===== config.mk =====
export PLATFORM = sky130hd
export DESIGN_NAME = scsi_tgt_seq
export DESIGN_NICKNAME = d
export VERILOG_FILES = /design/src/rtl/scsi_tgt_pkg.sv /design/src/rtl/tgt_cdb_store.sv /design/src/rtl/tgt_cdb_decode.sv /design/src/rtl/scsi_tgt_seq.sv
export SDC_FILE = /design/constraint.sdc
export NUM_CORES = 1
export LEC_CHECK = 0
export BUFFER_PORTS_ARGS = -buffer_cell sky130_fd_sc_hd__buf_4
export CORE_MARGIN = 2
export CORE_UTILIZATION = 59
export DETAILED_ROUTE_END_ITERATION = 12
export MAX_ROUTING_LAYER = met4
export PLACE_DENSITY = 0.86
export SLEW_MARGIN = 40
export SYNTH_ARGS = -nofsm -noshare
export SYNTH_HDL_FRONTEND = slang
export SYNTH_SLANG_ARGS = --single-unit

===== constraint.sdc =====
create_clock -name clk -period 4.63 [get_ports clk]
set_input_delay 0 -clock clk [delete_from_list [all_inputs] [get_ports clk]]
set_output_delay 0 -clock clk [all_outputs]
set_load 0.02 [all_outputs]

===== src/rtl/scsi_tgt_pkg.sv =====
package scsi_tgt_pkg;

   typedef enum logic [3:0] {
      ST_FREE, ST_SELECT, ST_MSGOUT, ST_CMD,
      ST_DOUT, ST_DIN, ST_STATUS, ST_MSGIN
   } tgt_state_t;

   typedef enum logic [1:0] { DIR_NONE, DIR_IN, DIR_OUT } xfer_dir_t;

   localparam logic [7:0] RESP_GOOD  = 8'h00;
   localparam logic [7:0] RESP_CHECK = 8'h02;

   // phase code driven on {MSG, C/D, I/O}
   function automatic logic [2:0] phase_code(input tgt_state_t s);
      case (s)
         ST_DOUT:   return 3'd0;
         ST_DIN:    return 3'd1;
         ST_CMD:    return 3'd2;
         ST_STATUS: return 3'd3;
         ST_MSGOUT: return 3'd6;
         ST_MSGIN:  return 3'd7;
         default:   return 3'd0;
      endcase
   endfunction

endpackage


===== src/rtl/tgt_cdb_store.sv =====
module tgt_cdb_store #(
   parameter int CDB_MAX = 12,
   localparam int CNT_W = $clog2(CDB_MAX + 1)
) (
   input  logic                        clk,
   input  logic                        rst_n,
   input  logic                        clr,
   input  logic                        wr_en,
   input  logic [7:0]                  wr_byte,
   output logic [CDB_MAX-1:0][7:0]     bytes,
   output logic [CNT_W-1:0]            cnt
);

   logic [CNT_W-1:0] cnt_q;

   always_ff @(posedge clk) begin
      if (!rst_n || clr)
         cnt_q <= '0;
      else if (wr_en && cnt_q != CNT_W'(CDB_MAX))
         cnt_q <= cnt_q + 1'b1;
   end

   for (genvar i = 0; i < CDB_MAX; i++) begin : g_byte
      logic [7:0] b_q;
      always_ff @(posedge clk) begin
         if (!rst_n || clr)
            b_q <= '0;
         else if (wr_en && cnt_q == CNT_W'(i))
            b_q <= wr_byte;
      end
      assign bytes[i] = b_q;
   end

   assign cnt = cnt_q;


   cdb_cnt_limit_chk: assert property (@(posedge clk) disable iff (!rst_n)
      (wr_en && !clr && cnt_q == CNT_W'(CDB_MAX)) |=> $stable(cnt));

endmodule


===== src/rtl/tgt_cdb_decode.sv =====
module tgt_cdb_decode
   import scsi_tgt_pkg::*;
#(
   parameter int CDB_MAX   = 12,
   parameter int BLK_SHIFT = 9,
   parameter int LBA_W     = 32,
   localparam int CNT_W    = $clog2(CDB_MAX + 1),
   localparam int LEN_W    = 16 + BLK_SHIFT
) (
   input  logic [CDB_MAX-1:0][7:0] bytes,
   input  logic [CNT_W-1:0]        cnt,
   output logic                    done,
   output xfer_dir_t               dir,
   output logic [LEN_W-1:0]        len,
   output logic [LBA_W-1:0]        lba,
   output logic                    unsup,
   output logic                    lun_nz
);

   logic [7:0]       op;
   logic [2:0]       grp;
   logic [CNT_W-1:0] need;
   logic             unused_hi;

   assign op     = bytes[0];
   assign grp    = op[7:5];
   assign lun_nz = bytes[1][7:5] != 3'd0;
   assign unused_hi = ^{bytes[6], bytes[9], bytes[CDB_MAX-1:10]};

   always_comb begin
      case (grp)
         3'd0:       need = CNT_W'(6);
         3'd1, 3'd2: need = CNT_W'(10);
         3'd5:       need = CNT_W'(12);
         default:    need = CNT_W'(6);
      endcase
   end

   assign done = (cnt == need);

   always_comb begin
      dir   = DIR_NONE;
      len   = '0;
      lba   = '0;
      unsup = 1'b0;
      case (op)
         8'h00: ;
         8'h03, 8'h12, 8'h1A: begin
            dir = DIR_IN;
            len = LEN_W'(bytes[4]);
         end
         8'h15: begin
            dir = DIR_OUT;
            len = LEN_W'(bytes[4]);
         end
         8'h25: begin
            dir = DIR_IN;
            len = LEN_W'(8);
         end
         8'h08: begin
            dir = DIR_IN;
            len = LEN_W'(bytes[4]) << BLK_SHIFT;
            lba = LBA_W'({bytes[1][4:0], bytes[2], bytes[3]});
         end
         8'h28, 8'h2A: begin
            dir = (op == 8'h28) ? DIR_IN : DIR_OUT;
            len = LEN_W'({bytes[7], bytes[8]}) << BLK_SHIFT;
            lba = LBA_W'({bytes[2], bytes[3], bytes[4], bytes[5]});
         end
         default: unsup = 1'b1;
      endcase
   end

endmodule


===== src/rtl/scsi_tgt_seq.sv =====
module scsi_tgt_seq
   import scsi_tgt_pkg::*;
#(
   parameter int ID_BIT    = 6,
   parameter int CDB_MAX   = 12,
   parameter int BLK_SHIFT = 9,
   parameter int LBA_W     = 32,
   localparam int CNT_W    = $clog2(CDB_MAX + 1),
   localparam int LEN_W    = 16 + BLK_SHIFT
) (
   input  logic             clk,
   input  logic             rst_n,
   input  logic             bus_rst_i,
   input  logic             sel_i,
   input  logic             atn_i,
   input  logic             ack_i,
   input  logic             ibsy_i,
   input  logic [7:0]       data_i,
   output logic [7:0]       data_o,
   output logic             bsy_o,
   output logic             req_o,
   output logic             msg_o,
   output logic             cd_o,
   output logic             io_o,
   input  logic             in_valid_i,
   input  logic [7:0]       in_data_i,
   output logic             in_ready_o,
   output logic             out_valid_o,
   output logic [7:0]       out_data_o,
   input  logic             out_ready_i,
   output logic [LBA_W-1:0] lba_o,
   output logic [LEN_W-1:0] xfer_len_o
);

   if (ID_BIT < 0 || ID_BIT > 7) begin : g_bad_id
      $error("ID_BIT must select a data bus line");
   end
   if (CDB_MAX < 12) begin : g_bad_cdb
      $error("CDB_MAX must hold a 12-byte descriptor");
   end
   if (LBA_W < 32) begin : g_bad_lba
      $error("LBA_W must hold a 32-bit block address");
   end

   tgt_state_t          state_q;
   logic                req_q, bsy_q;
   logic [7:0]          resp_q, din_q;
   logic [LEN_W-1:0]    cnt_q, len_q;
   logic [LBA_W-1:0]    lba_q;

   logic [CDB_MAX-1:0][7:0] cdb_bytes;
   logic [CNT_W-1:0]    cdb_cnt;
   logic                cdb_clr, cdb_wr, cdb_done, dec_unsup, dec_lun;
   xfer_dir_t           dec_dir;
   logic [LEN_W-1:0]    dec_len;
   logic [LBA_W-1:0]    dec_lba;
   logic                avail, xfer;
   logic [2:0]          phase;

   assign avail   = (state_q == ST_DIN) ? in_valid_i : 1'b1;
   assign xfer    = req_q && ack_i && (state_q != ST_DOUT || out_ready_i);
   assign cdb_clr = state_q inside {ST_FREE, ST_SELECT, ST_MSGOUT};
   assign cdb_wr  = (state_q == ST_CMD) && xfer;

   tgt_cdb_store #(.CDB_MAX(CDB_MAX)) u_store (
      .clk(clk), .rst_n(rst_n), .clr(cdb_clr), .wr_en(cdb_wr),
      .wr_byte(data_i), .bytes(cdb_bytes), .cnt(cdb_cnt)
   );

   tgt_cdb_decode #(.CDB_MAX(CDB_MAX), .BLK_SHIFT(BLK_SHIFT), .LBA_W(LBA_W)) u_dec (
      .bytes(cdb_bytes), .cnt(cdb_cnt), .done(cdb_done), .dir(dec_dir),
      .len(dec_len), .lba(dec_lba), .unsup(dec_unsup), .lun_nz(dec_lun)
   );

   always_ff @(posedge clk) begin
      if (!rst_n || bus_rst_i) begin
         state_q <= ST_FREE;
         req_q   <= 1'b0;
         bsy_q   <= 1'b0;
         resp_q  <= RESP_GOOD;
         din_q   <= '0;
         cnt_q   <= '0;
         len_q   <= '0;
         lba_q   <= '0;
      end else begin
         case (state_q)
            ST_FREE:
               if (sel_i && !ibsy_i && data_i[ID_BIT]) begin
                  state_q <= ST_SELECT;
                  bsy_q   <= 1'b1;
                  resp_q  <= RESP_GOOD;
               end
            ST_SELECT:
               if (!sel_i) state_q <= atn_i ? ST_MSGOUT : ST_CMD;
            default: begin
               if (state_q == ST_CMD && cdb_done && !req_q) begin
                  lba_q  <= dec_lba;
                  len_q  <= dec_len;
                  cnt_q  <= dec_len;
                  resp_q <= (dec_unsup || dec_lun) ? RESP_CHECK : RESP_GOOD;
                  if (dec_unsup || dec_dir == DIR_NONE || dec_len == '0)
                     state_q <= ST_STATUS;
                  else
                     state_q <= (dec_dir == DIR_IN) ? ST_DIN : ST_DOUT;
               end else if (!req_q && !ack_i && avail) begin
                  req_q <= 1'b1;
                  if (state_q == ST_DIN) din_q <= in_data_i;
               end else if (xfer) begin
                  req_q <= 1'b0;
                  case (state_q)
                     ST_MSGOUT: state_q <= ST_CMD;
                     ST_DIN, ST_DOUT: begin
                        cnt_q <= cnt_q - 1'b1;
                        if (cnt_q == LEN_W'(1)) state_q <= ST_STATUS;
                     end
                     ST_STATUS: state_q <= ST_MSGIN;
                     ST_MSGIN: begin
                        state_q <= ST_FREE;
                        bsy_q   <= 1'b0;
                     end
                     default: ;
                  endcase
               end
            end
         endcase
      end
   end

   assign phase = phase_code(state_q);
   assign {msg_o, cd_o, io_o} = phase;
   assign req_o       = req_q;
   assign bsy_o       = bsy_q;
   assign in_ready_o  = (state_q == ST_DIN) && !req_q && !ack_i;
   assign out_valid_o = (state_q == ST_DOUT) && req_q && ack_i;
   assign out_data_o  = data_i;
   assign lba_o       = lba_q;
   assign xfer_len_o  = len_q;

   always_comb begin
      case (state_q)
         ST_DIN:   data_o = din_q;
         ST_MSGIN: data_o = resp_q;
         default:  data_o = 8'h00;
      endcase
   end


   req_rise_chk: assert property (@(posedge clk) disable iff (!rst_n)
      $rose(req_o) |-> $past(!ack_i));

   req_drop_chk: assert property (@(posedge clk) disable iff (!rst_n)
      (req_o && ack_i && out_ready_i) |=> !req_o);

   bus_rst_chk: assert property (@(posedge clk) disable iff (!rst_n)
      bus_rst_i |=> (!bsy_o && !req_o && {msg_o, cd_o, io_o} == 3'd0));

   req_bsy_chk: assert property (@(posedge clk) disable iff (!rst_n)
      req_o |-> bsy_o);

   phase_hold_chk: assert property (@(posedge clk) disable iff (!rst_n)
      (req_o && $past(req_o)) |-> $stable({msg_o, cd_o, io_o}));

   in_ready_phase_chk: assert property (@(posedge clk) disable iff (!rst_n)
      in_ready_o |-> ({msg_o, cd_o, io_o} == 3'd1 && !req_o));

endmodule


Yosys cells after proc, flatten, opt, wreduce, memory -nomap -nowiden
Index checks and enable logic that the tools add are counted.
{ "op_classes": {"n_addsub": 2, "n_eq_ne": 37, "n_mux": 36, "n_bitwise": 3, "reduce_logical": 61} }
{ "op_table": {"columns": ["cell", "n"], "rows": [
  ["$mux 25", 4],
  ["$pmux 25 s4", 1],
  ["$pmux 32 s2", 1],
  ["$pmux 8 s2", 2],
  ["$eq 4x3->1 const B", 7],
  ["$eq 25x1->1 const B", 1],
  ["$logic_not 25->1", 1],
  ["$sub 25x1->25 const B", 1],
  ["$eq 8x5->1 const B", 3],
  ["$eq 8x6->1 const B", 3],
  ["$mux 4", 6],
  ["$logic_and 1x1->1", 22],
  ["$eq 4x2->1 const B", 4],
  ["$mux 8", 2],
  ["$pmux 4 s2", 2],
  ["$pmux 4 s4", 1],
  ["$pmux 3 s5", 1],
  ["$reduce_and 6->1", 2],
  ["$reduce_bool 2->1", 6],
  ["$mux 1", 11],
  ["$reduce_or 9->1", 1],
  ["$eq 4x1->1 const B", 2],
  ["$eq 8x2->1 const B", 1],
  ["$eq 8x4->1 const B", 1],
  ["other kinds (30)", 53]
]} }
{ "totals": {"reg_bits": 172, "output_inout_bits": 80, "elab_cells": 156} }

Depth between registers and ports, before layout
{ "logic_depth": {"word_depth": 9, "ltp_mapped": 10, "ltp_nobuf": 8} }

By module
A second synthesis with hierarchy kept.
{ "hier_totals": {"hier_cells": 1123, "hier_area_um2": 8996.1} }
{ "modules_own_cells": {"columns": ["module", "instances", "cells_per_inst", "area_each_um2", "seq_area_each_um2"], "rows": [
  ["scsi_tgt_seq", 1, 547, 4317.9, 1921.8],
  ["tgt_cdb_store", 1, 437, 3839.9, 2001.9],
  ["tgt_cdb_decode", 1, 139, 838.3, 0.0]
]} }

Least setup slack after synthesis
No wires, ideal clock.
{ "synth_timing": {"path_kind": "flip-flop to flip-flop", "startpoint": "register req_q (netlist: req_o)", "endpoint": "register u_store.g_byte[4].b_q[0]", "t_arrival_ns": 1.945, "setup_slack_ns": 2.558, "stages_incl_launch_ff": 9, "path_buffers": 2, "cell_sequence": "dfxtp_1 -> nand2_1 -> or3_1 -> clkbuf_1 -> nor3b_1 -> and2_1 -> buf_2 -> mux2i_1 -> nor2_1"} }
{ "synth_between": {"elab_chain_len": 4} }
{ "synth_rtl": {"columns": ["item", "line", "rtl"], "rows": [
  ["start: declaration", "scsi_tgt_seq.sv:46", "logic req_q, bsy_q;"],
  ["start signal: assignment", "scsi_tgt_seq.sv:78", "req_q <= 1'b0;"],
  ["start signal: assignment", "scsi_tgt_seq.sv:106", "req_q <= 1'b1;"],
  ["start signal: assignment", "scsi_tgt_seq.sv:109", "req_q <= 1'b0;"],
  ["$logic_and 1x1->1 (2 in series)", "scsi_tgt_seq.sv:61", "assign xfer = req_q && ack_i && (state_q != ST_DOUT || out_ready_i);"],
  ["$logic_and 1x1->1", "scsi_tgt_seq.sv:63", "assign cdb_wr = (state_q == ST_CMD) && xfer;"],
  ["$logic_and 1x1->1", "tgt_cdb_store.sv:28", "else if (wr_en && cnt_q == CNT_W'(i))"],
  ["end signal: assignment", "tgt_cdb_store.sv:29", "b_q <= wr_byte;"],
  ["end: declaration", "tgt_cdb_store.sv:24", "logic [7:0] b_q;"]
]} }
No other way between the ends.
A chain may end at the register's enable or synchronous reset.

Worst setup path after layout
{ "layout_timing": {"startpoint": "register state_q[1]", "endpoint": "register len_q[1] (netlist: xfer_len_o[1])"} }
{ "layout_between": {"elab_chain_len": 4} }
{ "layout_rtl": {"columns": ["item", "line", "rtl"], "rows": [
  ["start: declaration", "scsi_tgt_seq.sv:45", "tgt_state_t state_q;"],
  ["start signal: assignment", "scsi_tgt_seq.sv:94", "if (!sel_i) state_q <= atn_i ? ST_MSGOUT : ST_CMD;"],
  ["start signal: assignment", "scsi_tgt_seq.sv:104", "state_q <= (dec_dir == DIR_IN) ? ST_DIN : ST_DOUT;"],
  ["$eq 4x1->1 (tied with other cells)", "scsi_tgt_seq.sv:86", "case (state_q)"],
  ["$reduce_or 2->1 (no line) / $logic_and 1x1->1 (equally long branches)", null, null],
  ["$not 1->1 (no line) / $logic_and 1x1->1 (equally long branches)", null, null],
  ["$reduce_and 2->1 (no line) *", null, null],
  ["end signal: assignment", "scsi_tgt_seq.sv:98", "len_q <= dec_len;"],
  ["end: declaration", "scsi_tgt_seq.sv:48", "logic [LEN_W-1:0] cnt_q, len_q;"]
]} }
Mark *: on every way between the ends. The rest lies on a longest branch, timed or not.

==> run_results.csv <==
group,metric,value,unit
power,p_sw,0.627,mW
power,power.leakage,3.13,nW
sta,layout_min_cycle_time,2.95,ns
yosys,ys_ff_latch,163,
clock_tree,cts_sinks,163,
clock_tree,cts_tree,"done",
clock_tree,cts_inserted_buffers,17,
layout,syn_to_final_growth,20.7,%
die,die_h,116,µm
sta,slew_viol_final,0,
placement,globalplace.congestion,0.940,
yosys,yosysSeqAreaShare,44.2,%
sta,skew,0.0122,ns
layout,post-route-util,73.6,%
power,irDropWorstVdd,259,µV
detailed_routing,vias,6828,
yosys,synth_edf_count,0,
global_routing,grt_overflow_total,0,
sta,fin_crit_sh,63.7,%
detailed_routing,wire_per_inst,17.2,µm
layout,final_layout_size_suffix_gt1_share,18.7,%
critical_path,cp_data_required_time,4.99,ns
die,ioPinCount,105,
power,p_sw_share,22.5,%
clock_tree,clk_latency,0.44,ns
flow_run,cap_viol_max_count,0,
critical_path,worstReg2RegStart,"state_q[1]",
power,power_density,312,mW/mm²
detailed_routing,vias_per_cell,5.97,
detailed_routing,drt-total-wl,19700,µm
power,p_comb_share,3.4,%
power,intPower,2.16,mW
layout,register_area,0.00326,mm²
detailed_routing,first_iter_violations,590,
yosys,synth_top_area_cell,"dfxtp_1",
min_path,worstHoldStart,"rst_n",
global_routing,antenna_found_initial,0,
sta,fin_setup_tns,0,ns
clock_tree,cts.htree.levels,4,
critical_path,startpoint_type,"register",
critical_path,reg2reg_depth,7,
die,die_w,116,µm
critical_path,r2r-end,"xfer_len_o[1]",
yosys,synth_commonest_cells,"163 x dfxtp_1, 116 x nand2_1, 102 x a21oi_1",
yosys,yosysMostFrequentCell,"dfxtp_1",
sta,setup_viol_count_final,0,
yosys,synth_top_area_share,44.2,%
yosys,synth_area_leaders,"dfxtp_1 44%, a21oi_1 6.9%, nand2_1 5.9%",
critical_path,critPathKind,"reg -> reg",
global_routing,grt_pass1_wl,32200,µm
die,rows,40,
sta,max_freq,339,MHz
global_routing,grt_pass1_vias,6429,
sta,rsz0062_at_grt,"no",
yosys,syn_area,0.00738,mm²
power,power_frac_seq,50.5,%
layout,layout.nets,993,
die,coreArea,0.0121,mm²
min_path,holdPathEnd,"state_q[0]",
power,power_frac_clock,46.1,%
sta,slew_headroom,42.6,%
detailed_routing,drc,0,
placement,dpl.hpwl,12900,µm
clock_tree,max-clock-path-buffers,2,
yosys,synthCells,878,
sta,finalHoldViolCount,0,
critical_path,rrSetupSlack,1.68,ns
placement,io_buffers,103,
global_routing,grtUsageTotal,31.5,%
detailed_routing,antenna_left,0,
die,start_util,60.9,%
critical_path,critPathArrivalTime,3.31,ns
power,power.total,2.78,mW
yosys,yosys.cell_types.count,65,
die,dieArea,0.0134,mm²
clock_tree,post_cts_resize_count,0,
sta,worst_slew_pin_slew,0.850,ns
global_routing,grt_max_degree,69,
layout,multi_input_area,0.00372,mm²
clock_tree,clk_pin_slew,0.06,ns
critical_path,cp-end-kind,"register",
min_path,hold_depth,3,
clock_tree,root_buffer,"clkbuf_16",
yosys,avgSynthCellArea,8.40,µm²
layout,fillCellCount,929,
yosys,synthFlopType,"dfxtp_1",
detailed_routing,first_pass_iters,5,
yosys,syn_nets,909,
layout,num_antenna_cells,0,
yosys,ys.warnings.count,0,
yosys,async_flop_share,0,%
critical_path,worstPathMaxFanout,28,
outcome,status,"complete, no violations",
sta,hold_ws,0.0320,ns
min_path,hold_path.class,"in -> reg",
[cells in the final DEF (no fill, tap or decap), types with 3 or more instances in the layout]
cell	synthesis	final
dfxtp_1	163	163
nand2_1	116	116
buf_4	16	115
a21oi_1	102	102
nor2_1	82	82
nand3_1	75	75
nor3_1	38	38
mux2i_1	37	37
dlygate4sd3_1	0	28
clkbuf_16	0	17
xor2_1	15	15
a221oi_2	13	13
and2_1	12	12
xnor2_1	11	11
nor4_1	10	10
or3_1	10	10
a221oi_1	10	10
o21ai_0	9	9
inv_1	7	7
nand4_1	6	6
or2_2	6	6
a22oi_1	6	6
ha_1	6	6
or4_1	5	5
clkinv_2	0	4
nor4_2	3	3
nand3b_1	3	3
and3_1	3	3
o41ai_1	3	3
o221a_1	3	3
clkinv_4	0	3
[power by group through the flow]
stage	clock, mW	combinational, mW	sequential (mW)
floorplan	0	0.0473	1.44
CTS	1.29	0.0912	1.41
global placement	0	0.0776	1.44
finish	1.28	0.0936	1.41
global route	1.35	0.0994	1.41
detailed placement	0	0.0779	1.44
[through the flow]
step / worst slack, ns / cells / area (µm²)
finish: 1.68 / 1143 / 8910
global route: 1.40 / 1143 / 8910
CTS: 1.71 / 1143 / 8910
detailed placement: 1.73 / 1083 / 8090
global placement: 1.53 / 1083 / 8080
floorplan: 2.56 / 878 / 7380
[per-layer routing]
layer | GRT usage (%) | up-vias | share of wire [%] | wire length, µm
li1 | - | 3264 | - | -
met5 | - | - | 0 | 0
met3 | 7.32 | 53 | 7.6 | 1480
met1 | 39.5 | 3210 | 42 | 8280
met2 | 49.4 | 301 | 48 | 9350
met4 | 12.4 | 0 | 2.7 | 539
[worst max-delay path: stages, from the launching register on]
cell and delay [ns]:
dfxtp_1 0.60, clkinv_1 0.35, nor2_1 0.42, o211ai_2 0.23, nor2_4 0.54, buf_4 0.40
nand3_1 0.17, a21oi_1 0.17
[registers in the layout (all words and copies together), names as in the netlist]
signal,flops
xfer_len_o,24
din_q,8
u_store.cnt,4
bsy_o,1
u_store.g_byte.b_q,64
req_o,1
state_q,3
resp_q,1
lba_o,32
cnt_q,25
[logic make-up (layout without fill, tap and decap cells)]
kind of cell	count (synthesis)	after routing	synth area share, %
AOI/OAI and AO/OA	170	170	15.5
xor gates and xnor gates	26	26	3.09
adders and majority gates	6	6	1.02
buffers and inverters	87	184	5.85
DFF	163	163	44.2
muxes	37	37	5.02
other	1	1	0.0508
and+or+nand+nor	388	388	25.3
[layout make-up]
cell class | count | area share, %
clock buffers | 21 | 5.17
clock inverters | 11 | 0.885
inverters | 9 | 0.379
multi-input cells | 628 | 41.7
flip-flops and latches | 163 | 36.6
well taps | 168 | 2.36
repair buffers | 143 | 12.8
[worst max-delay path by stage]
stage / startpoint / to / slack, ns
finish: state_q[1] / xfer_len_o[1] / 1.68
global route: state_q[1] / cnt_q[4] / 1.40
CTS: state_q[1] / lba_o[1] / 1.71
global placement: state_q[1] / lba_o[2] / 1.53
floorplan: req_o / u_store.g_byte[4].b_q[0] / 2.56
detailed placement: state_q[1] / lba_o[4] / 1.73
[repair_timing]
action                                 CTS  global route
hold buffers                            28             0
endpoints found under the hold margin   80             0
setup buffers                            0             0
Note: power is estimated with default switching activity, not from simulation.
